===== src/rtl/ec_mbx_pkg.sv =====
// Shared constants for the host mailbox: command opcodes, status bit
// positions and the sequencer state encoding.
package ec_mbx_pkg;

    localparam logic [7:0] OP_READ      = 8'h80;
    localparam logic [7:0] OP_WRITE     = 8'h81;
    localparam logic [7:0] OP_BURST_ON  = 8'h82;
    localparam logic [7:0] OP_BURST_OFF = 8'h83;
    localparam logic [7:0] OP_QUERY     = 8'h84;

    localparam int STB_OUT_FULL = 0;
    localparam int STB_IN_FULL  = 1;
    localparam int STB_IS_CMD   = 3;
    localparam int STB_BURST    = 4;

    typedef enum logic [2:0] {
        SQ_IDLE,
        SQ_RD_ADDR,
        SQ_WR_ADDR,
        SQ_WR_DATA,
        SQ_RD_ISSUE,
        SQ_RD_LOAD
    } seq_state_t;

endpackage


===== src/rtl/ec_mbx_inlatch.sv =====
// Input holding register with the input-full flag.
// Captures one host byte while empty, marks whether it came through the
// command port, and offers it to the sequencer LATENCY cycles later.
// Assumes LATENCY >= 2. Bytes written while full are dropped.
module ec_mbx_inlatch #(
    parameter int DATA_W  = 8,
    parameter int LATENCY = 3
) (
    input  logic              clk,
    input  logic              rst_n,
    input  logic              wr_en,
    input  logic              wr_is_cmd,
    input  logic [DATA_W-1:0] wr_byte,
    output logic              full,
    output logic              held_cmd,
    output logic [DATA_W-1:0] held_byte,
    output logic              consume
);

    localparam int CW = $clog2(LATENCY + 1);

    logic [CW-1:0] wait_cnt;

    // The byte is handed over on the cycle the wait counter has run out.
    always_comb consume = full && (wait_cnt == '0);

    // Capture, count down and release the held byte.
    always_ff @(posedge clk) begin
        if (!rst_n) begin
            full      <= 1'b0;
            held_cmd  <= 1'b0;
            held_byte <= '0;
            wait_cnt  <= '0;
        end else if (full) begin
            if (wait_cnt == '0) begin
                full <= 1'b0;
            end else begin
                wait_cnt <= wait_cnt - 1'b1;
            end
        end else if (wr_en) begin
            full      <= 1'b1;
            held_cmd  <= wr_is_cmd;
            held_byte <= wr_byte;
            wait_cnt  <= CW'(LATENCY - 1);
        end
    end

endmodule


===== src/rtl/ec_mbx_seq.sv =====
// Command sequencer. Decodes opcodes from the input latch and turns the
// following data bytes into register reads and writes. Any opcode abandons
// a sequence in progress. Assumes ADDR_W <= DATA_W and a register port
// whose read data is valid one cycle after the read strobe.
module ec_mbx_seq
    import ec_mbx_pkg::*;
#(
    parameter int DATA_W = 8,
    parameter int ADDR_W = 8
) (
    input  logic              clk,
    input  logic              rst_n,
    input  logic              consume,
    input  logic              in_cmd,
    input  logic [DATA_W-1:0] in_byte,
    input  logic [DATA_W-1:0] reg_rdata,
    output logic [ADDR_W-1:0] reg_addr,
    output logic [DATA_W-1:0] reg_wdata,
    output logic              reg_wr,
    output logic              reg_rd,
    output logic              load,
    output logic [DATA_W-1:0] load_val,
    output logic              burst
);

    seq_state_t state;

    // Step the sequence on each consumed byte and finish pending reads.
    always_ff @(posedge clk) begin
        if (!rst_n) begin
            state     <= SQ_IDLE;
            reg_addr  <= '0;
            reg_wdata <= '0;
            reg_wr    <= 1'b0;
            reg_rd    <= 1'b0;
            load      <= 1'b0;
            load_val  <= '0;
            burst     <= 1'b0;
        end else begin
            reg_wr <= 1'b0;
            reg_rd <= 1'b0;
            load   <= 1'b0;
            if (consume && in_cmd) begin
                case (in_byte)
                    DATA_W'(OP_READ):      state <= SQ_RD_ADDR;
                    DATA_W'(OP_WRITE):     state <= SQ_WR_ADDR;
                    DATA_W'(OP_BURST_ON):  begin burst <= 1'b1; state <= SQ_IDLE; end
                    DATA_W'(OP_BURST_OFF): begin burst <= 1'b0; state <= SQ_IDLE; end
                    DATA_W'(OP_QUERY): begin
                        load     <= 1'b1;
                        load_val <= '0;
                        state    <= SQ_IDLE;
                    end
                    default:               state <= SQ_IDLE;
                endcase
            end else if (consume) begin
                case (state)
                    SQ_RD_ADDR: begin
                        reg_addr <= in_byte[ADDR_W-1:0];
                        reg_rd   <= 1'b1;
                        state    <= SQ_RD_ISSUE;
                    end
                    SQ_WR_ADDR: begin
                        reg_addr <= in_byte[ADDR_W-1:0];
                        state    <= SQ_WR_DATA;
                    end
                    SQ_WR_DATA: begin
                        reg_wdata <= in_byte;
                        reg_wr    <= 1'b1;
                        state     <= SQ_IDLE;
                    end
                    default: state <= state;
                endcase
            end else begin
                case (state)
                    SQ_RD_ISSUE: state <= SQ_RD_LOAD;
                    SQ_RD_LOAD: begin
                        load     <= 1'b1;
                        load_val <= reg_rdata;
                        state    <= SQ_IDLE;
                    end
                    default: state <= state;
                endcase
            end
        end
    end

endmodule


===== src/rtl/ec_mbx_outport.sv =====
// Output data register with the output-full flag, and status byte assembly.
// A load from the sequencer wins over a host read in the same cycle.
module ec_mbx_outport
    import ec_mbx_pkg::*;
#(
    parameter int DATA_W = 8
) (
    input  logic              clk,
    input  logic              rst_n,
    input  logic              load,
    input  logic [DATA_W-1:0] load_val,
    input  logic              host_take,
    input  logic              in_full,
    input  logic              in_cmd,
    input  logic              burst,
    output logic              out_full,
    output logic [DATA_W-1:0] out_byte,
    output logic [DATA_W-1:0] status
);

    // Hold the reply byte and track whether the host has taken it.
    always_ff @(posedge clk) begin
        if (!rst_n) begin
            out_full <= 1'b0;
            out_byte <= '0;
        end else if (load) begin
            out_full <= 1'b1;
            out_byte <= load_val;
        end else if (host_take) begin
            out_full <= 1'b0;
        end
    end

    // Pack the flags into the status byte.
    always_comb begin
        status               = '0;
        status[STB_OUT_FULL] = out_full;
        status[STB_IN_FULL]  = in_full;
        status[STB_IS_CMD]   = in_cmd;
        status[STB_BURST]    = burst;
    end

endmodule


===== src/rtl/ec_mailbox.sv =====
// Host mailbox top. Decodes the two host ports, feeds written bytes through
// the input latch to the sequencer, and returns either the reply byte or the
// status byte. Offsets other than 0x0 and 0x4 are ignored.
module ec_mailbox #(
    parameter int DATA_W  = 8,
    parameter int ADDR_W  = 8,
    parameter int PORT_AW = 3,
    parameter int LATENCY = 3
) (
    input  logic               clk,
    input  logic               rst_n,
    input  logic [PORT_AW-1:0] host_addr,
    input  logic               host_wr,
    input  logic               host_rd,
    input  logic [DATA_W-1:0]  host_wdata,
    output logic [DATA_W-1:0]  host_rdata,
    output logic [ADDR_W-1:0]  reg_addr,
    output logic               reg_wr,
    output logic               reg_rd,
    output logic [DATA_W-1:0]  reg_wdata,
    input  logic [DATA_W-1:0]  reg_rdata
);

    localparam logic [PORT_AW-1:0] DATA_OFS = PORT_AW'(0);
    localparam logic [PORT_AW-1:0] CTRL_OFS = PORT_AW'(4);

    logic              sel_data;
    logic              sel_ctrl;
    logic              ibf;
    logic              in_cmd;
    logic [DATA_W-1:0] in_byte;
    logic              consume;
    logic              load;
    logic [DATA_W-1:0] load_val;
    logic              burst;
    logic              obf;
    logic [DATA_W-1:0] out_byte;
    logic [DATA_W-1:0] status;

    // Port decode.
    always_comb begin
        sel_data = (host_addr == DATA_OFS);
        sel_ctrl = (host_addr == CTRL_OFS);
    end

    ec_mbx_inlatch #(.DATA_W(DATA_W), .LATENCY(LATENCY)) u_inlatch (
        .clk       (clk),
        .rst_n     (rst_n),
        .wr_en     (host_wr && (sel_data || sel_ctrl)),
        .wr_is_cmd (sel_ctrl),
        .wr_byte   (host_wdata),
        .full      (ibf),
        .held_cmd  (in_cmd),
        .held_byte (in_byte),
        .consume   (consume)
    );

    ec_mbx_seq #(.DATA_W(DATA_W), .ADDR_W(ADDR_W)) u_seq (
        .clk       (clk),
        .rst_n     (rst_n),
        .consume   (consume),
        .in_cmd    (in_cmd),
        .in_byte   (in_byte),
        .reg_rdata (reg_rdata),
        .reg_addr  (reg_addr),
        .reg_wdata (reg_wdata),
        .reg_wr    (reg_wr),
        .reg_rd    (reg_rd),
        .load      (load),
        .load_val  (load_val),
        .burst     (burst)
    );

    ec_mbx_outport #(.DATA_W(DATA_W)) u_out (
        .clk       (clk),
        .rst_n     (rst_n),
        .load      (load),
        .load_val  (load_val),
        .host_take (host_rd && sel_data),
        .in_full   (ibf),
        .in_cmd    (in_cmd),
        .burst     (burst),
        .out_full  (obf),
        .out_byte  (out_byte),
        .status    (status)
    );

    // Return path mux.
    always_comb host_rdata = sel_ctrl ? status : out_byte;

endmodule


===== config.mk =====
export PLATFORM = sky130hd
export DESIGN_NAME = ec_mailbox
export DESIGN_NICKNAME = d
export VERILOG_FILES = /design/src/rtl/ec_mbx_pkg.sv /design/src/rtl/ec_mbx_inlatch.sv /design/src/rtl/ec_mbx_seq.sv /design/src/rtl/ec_mbx_outport.sv /design/src/rtl/ec_mailbox.sv
export SDC_FILE = /design/constraint.sdc
export NUM_CORES = 1
export LEC_CHECK = 0
export BUFFER_PORTS_ARGS = -buffer_cell sky130_fd_sc_hd__clkbuf_2
export CORE_AREA = 2 2 82 84
export DETAILED_ROUTE_END_ITERATION = 16
export DIE_AREA = 0 0 84 86
export SLEW_MARGIN = 20
export SYNTH_ARGS = -nofsm -noshare
export SYNTH_HDL_FRONTEND = slang
export SYNTH_HIERARCHICAL = 1
export SYNTH_SLANG_ARGS = --single-unit

===== constraint.sdc =====
create_clock -name clk -period 5.1 [get_ports clk]
set_clock_uncertainty 0.05 [all_clocks]
set_input_delay 0.255 -clock clk [delete_from_list [all_inputs] [get_ports clk]]
set_output_delay 0.255 -clock clk [all_outputs]
set_load 0.02 [all_outputs]

---- Word level (Yosys, flattened, before mapping) ----
Cells that the tools add are included.
storage, ports and cells
  input port bits ......................... 23
  register bits ........................... 52
  output and inout port bits .............. 26
  logic and storage cells ................. 80
operators by class
  mux-type cells .......................... 25
  add/subtract/negate cells ............... 1
  reductions and logical operators ........ 21
  equal/unequal tests ..................... 15
  bitwise gates (word level) .............. 4
operators with widths
  kind                                                             count
  8-bit == test, second input constant                             5
  8-bit 2-to-1 mux                                                 5
  1-bit 2-to-1 mux                                                 11
  3-bit == test, second input constant                             3
  3-bit case mux with 3 select lines                               1
  3-bit AND reduction                                              3
  2-bit AND reduction                                              4
  2-bit nonzero test                                               4
  3-bit by 2-bit == test with 1-bit output, second input constant  2
  2-bit 2-to-1 mux                                                 3
  3-bit 2-to-1 mux                                                 2
  2-bit inequality test, second input constant                     3
  3-bit case mux with 2 select lines                               1
  5-bit inequality test, second input constant                     1
  1-bit logical AND                                                4
  1-bit inverter                                                   4
  2-bit case mux with 2 select lines                               1
  4-bit nonzero test                                               1
  3-bit by 1-bit == test with 1-bit output, second input constant  1
  3-bit logical NOT                                                1
  3-bit OR reduction                                               1
  2-bit logical NOT                                                1
  1-bit case mux with 2 select lines                               1
  2-bit OR reduction                                               1
  2 further kinds                                                  2

---- Logic depth before layout (Yosys ltp) ----
  depth after elaboration ................. 5
  gate-level depth with buffers ........... 9
  depth with buffers taken out ............ 7

---- Cells and area by module ----
Netlist, hierarchy kept.
by module, submodules not included
  module          instances  seq. area each (sq um)  cells each  area an instance (sq um)
  ec_mbx_seq      1          620.6                   145         1,277.5
  ec_mbx_inlatch  1          240.2                   57          511.7
  ec_mbx_outport  1          180.2                   37          399.1
  ec_mailbox      1          0.0                     12          130.1

---- Least setup slack after synthesis ----
No wires, ideal clock.
  path type ............................... register -> register
  start ................................... register u_inlatch.wait_cnt[0]
  end ..................................... register u_seq.load_val[0]
  library setup time ...................... 0.134 ns
  clock period less this slack ............ 1.853 ns
  arrival ................................. 1.669 ns
  path slack .............................. 3.247 ns
  data required time ...................... 4.916 ns
  path buffers ............................ 2
  cell stages (with the launch flop) ...... 10
  cells stage by stage .................... dfxtp_1 > inv_1 > ha_1 > and2_1 > clkbuf_1 > nand4b_1 > or4_1 > buf_6 > nand3_1 > a21oi_1
on the way
  word-level cells in the longest chain between the ends .. 5
  elaborated cells between the ends (all ways) .. 8
  those cells by class .................... 2 x eq/ne; 1 x mux; 5 x reduce/logical
RTL lines
  element                                                                              RTL line              source
  start, declared                                                                      ec_mbx_inlatch.sv:22  logic [CW-1:0] wait_cnt;
  start signal, assigned                                                               ec_mbx_inlatch.sv:38  wait_cnt <= wait_cnt - 1'b1;
  start signal, assigned                                                               ec_mbx_inlatch.sv:44  wait_cnt <= CW'(LATENCY - 1);
  2-bit logical NOT (*)                                                                ec_mbx_inlatch.sv:25  always_comb consume = full && (wait_cnt == '0);
  1-bit logical AND (*)                                                                ec_mbx_inlatch.sv:25
  named net consume                                                                    ec_mailbox.sv:32      logic consume;
  1-bit logical AND                                                                    ec_mbx_seq.sv:43      if (consume && in_cmd) begin
  2-bit inequality test (no source line) / 2-bit nonzero test (equally long branches)  --
  3-bit AND reduction (no source line)                                                 --
  end signal, assigned                                                                 ec_mbx_seq.sv:79      load_val <= reg_rdata;
  end, declared                                                                        ec_mbx_seq.sv:22      output logic [DATA_W-1:0] load_val,
Mark *: on every way through the listed nets, which the timed path passes. The rest lies on a longest branch.
A chain may end at the register's enable or synchronous reset.

---- Worst setup path after layout ----
  start ................................... register u_inlatch.wait_cnt[0]
  end ..................................... register u_seq.reg_addr[2]
on the way
  word-level cells in the longest chain between the ends .. 5
RTL lines
  element                                   RTL line              source
  2-bit logical NOT (*)                     ec_mbx_inlatch.sv:25
  1-bit logical AND (*)                     ec_mbx_inlatch.sv:25
  named net consume                         ec_mailbox.sv:32
  1-bit logical AND                         ec_mbx_seq.sv:43
  1-bit inverter (no source line)           --
  3-bit AND reduction (no source line) (*)  --
  end signal, assigned                      ec_mbx_seq.sv:59      reg_addr <= in_byte[ADDR_W-1:0];
  end signal, assigned                      ec_mbx_seq.sv:64      reg_addr <= in_byte[ADDR_W-1:0];
  end, declared                             ec_mbx_seq.sv:17      output logic [ADDR_W-1:0] reg_addr,
Marked as above.

==> run summary <==
Clock Sinks = 52
Max clock buf depth = 2
Final min period = 2.16 ns
DRC errors left = 0
RSZ-0062 raised after global routing = false
routability cong. = 0.772
IO Port Bufs = 48
net switching power = 0.154 mW
CTS H-tree lvls = 2
pre-CTS setup slack = 2.97 ns
fin nets = 311
io pins = 49
commonest non-fill, non-tap cell in the layout = dfxtp_1
sequential cell area fraction in the yosys report = 0.449
Sw Share = 0.212
cts hold-fix bufs = 0
total power = 0.726 mW
CTS tree = yes
Clock power frac = 0.378
CTS Buf Count = 5
CP Capture Type = register
final std cells w/o fill = 365
relative slew slack = 0.344
wire length per cell = 12.8 µm
count of yosys warnings during synthesis = 6
crit path DAT = 2.26 ns
critical path peak fanout = 13
Netlist cell types = 40
share of layout cells above drive strength 1 = 0.278
CP Launch Type = register
Starting Density = 0.369
first-pass GRT wire length = 8.02 mm
Logic pwr share = 0.051
max_cap viols = 0
Final Hold Vio Count = 0
die area = 7220 µm²
cell count after placement = 357
Final period util = 0.423
Core Region = 6280 µm²
detailed-route vias per instance = 4.85
drt pass-1 iters = 4
flops & latches, synth = 52
post-route cell area = 2630 µm²
WS Path Type = reg2reg
# setup viols final = 0
Syn-to-layout area delta = 13.5%
register area = 1040 µm²
DRC violation total after the first TritonRoute iteration = 131
sequential share of power = 0.571
post-route setup slack = 2.94 ns
Final Max Slew Viols = 0
min-delay worst type = in2reg
antenna violations before repair = 0
Total GRT Usage = 0.136
Vias = 1770
Post-DP Area = 2520 µm²
fmax = 0.463 GHz
Core Util, Final = 0.419
clk root buf = clkbuf_8
Worst Max-Slew Pin Slew = 0.983 ns
cell area power density = 276 nW/µm²
gr ovfl total = 0
final antenna-violating net count = 0
area taken by multi-input logic gates = 1120 µm²
Max IR drop VDD = 0.000121 V
Pleak = 1.05 nW
largest net degree at the start of global routing = 32
internal power = 0.572 mW
Worst-Skew Late Latency = 0.29 ns
most frequent cells in the layout = dfxtp_1, clkbuf_2, nand2_1, nand3_1
setup_tns = 0 ns
post-DP HPWL = 3.28 mm
Hold WS = 0.126 ns
cts repair resizes = 0
num rows = 29
die width = 84 µm
WL final = 4.66 mm
Post-CTS Setup Inserts = 0
outcome = finished, final reports clean
Gate Count Post-Synth = 251
CP required = 5.20 ns
Post-Syn Area = 2320 µm²
Layout fillers = 671
Die Span Y = 86 µm
# diodes = 0
Worst-path clk slew = 0.09 ns
vias in the first global route = 1685
syn_area_per_cell = 9.24 µm²
-- flip-flops by register name, summed over array words and instances (netlist names), 2 cells and up --
name / flops
u_inlatch/held_byte: 8
u_seq/reg_wdata: 8
u_seq/state: 3
u_seq/load_val: 8
u_seq/reg_addr: 8
u_out/out_byte: 8
u_inlatch/wait_cnt: 2
-- cell usage after synthesis --
cell	instances	area, µm²
a211oi_1	2	15.0
a21boi_2	9	101
a21oi_1	17	85.1
a21oi_2	1	8.76
a221oi_1	2	17.5
a31o_2	1	8.76
and2_1	3	18.8
buf_2	2	10.0
buf_4	10	75.1
buf_6	3	33.8
clkbuf_1	7	26.3
clkbuf_2	1	5.00
conb_1	1	3.75
dfxtp_1	52	1040
ha_1	1	12.5
inv_1	4	15.0
mux2_2	8	90.1
mux2i_1	17	170
nand2_1	36	135
nand2_2	1	6.26
nand2b_1	2	12.5
nand3_1	18	90.1
nand4_1	1	6.26
nand4b_1	2	17.5
nor2_1	14	52.6
nor2b_1	14	87.6
nor3_1	2	10.0
nor3b_1	2	15.0
nor3b_2	1	12.5
nor4b_1	2	17.5
nor4bb_1	2	20.0
o211a_1	1	10.0
o21a_1	1	7.51
o21ai_0	5	25.0
o21ba_2	1	10.0
or3b_2	1	8.76
or4_1	1	7.51
or4b_1	1	10.0
or4b_2	1	10.0
xnor2_1	1	8.76
-- critical path, stage by stage (launching register included) --
cell	delay (ns)
dfxtp_1	0.32
inv_1	0.07
ha_1	0.16
and2_1	0.33
or4b_2	0.81
mux2i_1	0.22
nor2_1	0.06
-- cell families after synthesis --
| group | Yosys count | share of synthesized area |
|---|---|---|
| buffers and inverters | 27 | 0.0712 |
| muxes | 25 | 0.112 |
| xor gates and xnor gates | 1 | 0.00378 |
| and+or+nand+nor | 104 | 0.232 |
| DFF | 52 | 0.449 |
| other | 1 | 0.00162 |
| adders and majority gates | 1 | 0.00540 |
| AOI/OAI and AO/OA | 40 | 0.125 |
-- final cells by class --
| class | instances | share of cell area |
|---|---|---|
| Inverter | 4 | 0.00571 |
| Sequential cell | 52 | 0.396 |
| Multi-Input combinational cell | 175 | 0.427 |
| Timing Repair Buffer | 49 | 0.0942 |
| Clock buffer | 6 | 0.0276 |
| Clock inverter | 2 | 0.0133 |
| Tap cell | 77 | 0.0366 |
-- path summary, 6_finish.rpt --
kind / start / endpoint / slack (ns) / cells past startpoint
worst min-delay path: reg_rdata[7] / u_seq/load_val[7]$_SDFFE_PN0P_ / 0.13 / 3
worst min register to register: u_inlatch/wait_cnt[0]$_SDFFE_PN0P_ / u_inlatch/wait_cnt[0]$_SDFFE_PN0P_ / 0.41 / 2
worst max register to register: u_inlatch/wait_cnt[0]$_SDFFE_PN0P_ / u_seq/reg_addr[2]$_SDFFE_PN0P_ / 2.94 / 6
worst max-delay path: u_inlatch/wait_cnt[0]$_SDFFE_PN0P_ / u_seq/reg_addr[2]$_SDFFE_PN0P_ / 2.94 / 6
-- layer usage --
layer  global-route usage  vias to the layer above  wire length (µm)
met2                0.231                       27              2220
met1                0.171                      816              2250
li1                     -                      921                 -
met3               0.0337                        6               137
met5                    0                        -                 0
met4               0.0396                        0                46
-- power by group through the flow --
stage,combinational [mW],clock [mW],sequential (mW)
after floorplan,0.0269,0,0.422
after global placement,0.0370,0,0.424
after detailed placement,0.0377,0,0.424
after CTS,0.0378,0.281,0.414
after global routing,0.0418,0.302,0.415
final,0.0370,0.275,0.414
(Power assumes the default switching activity.)
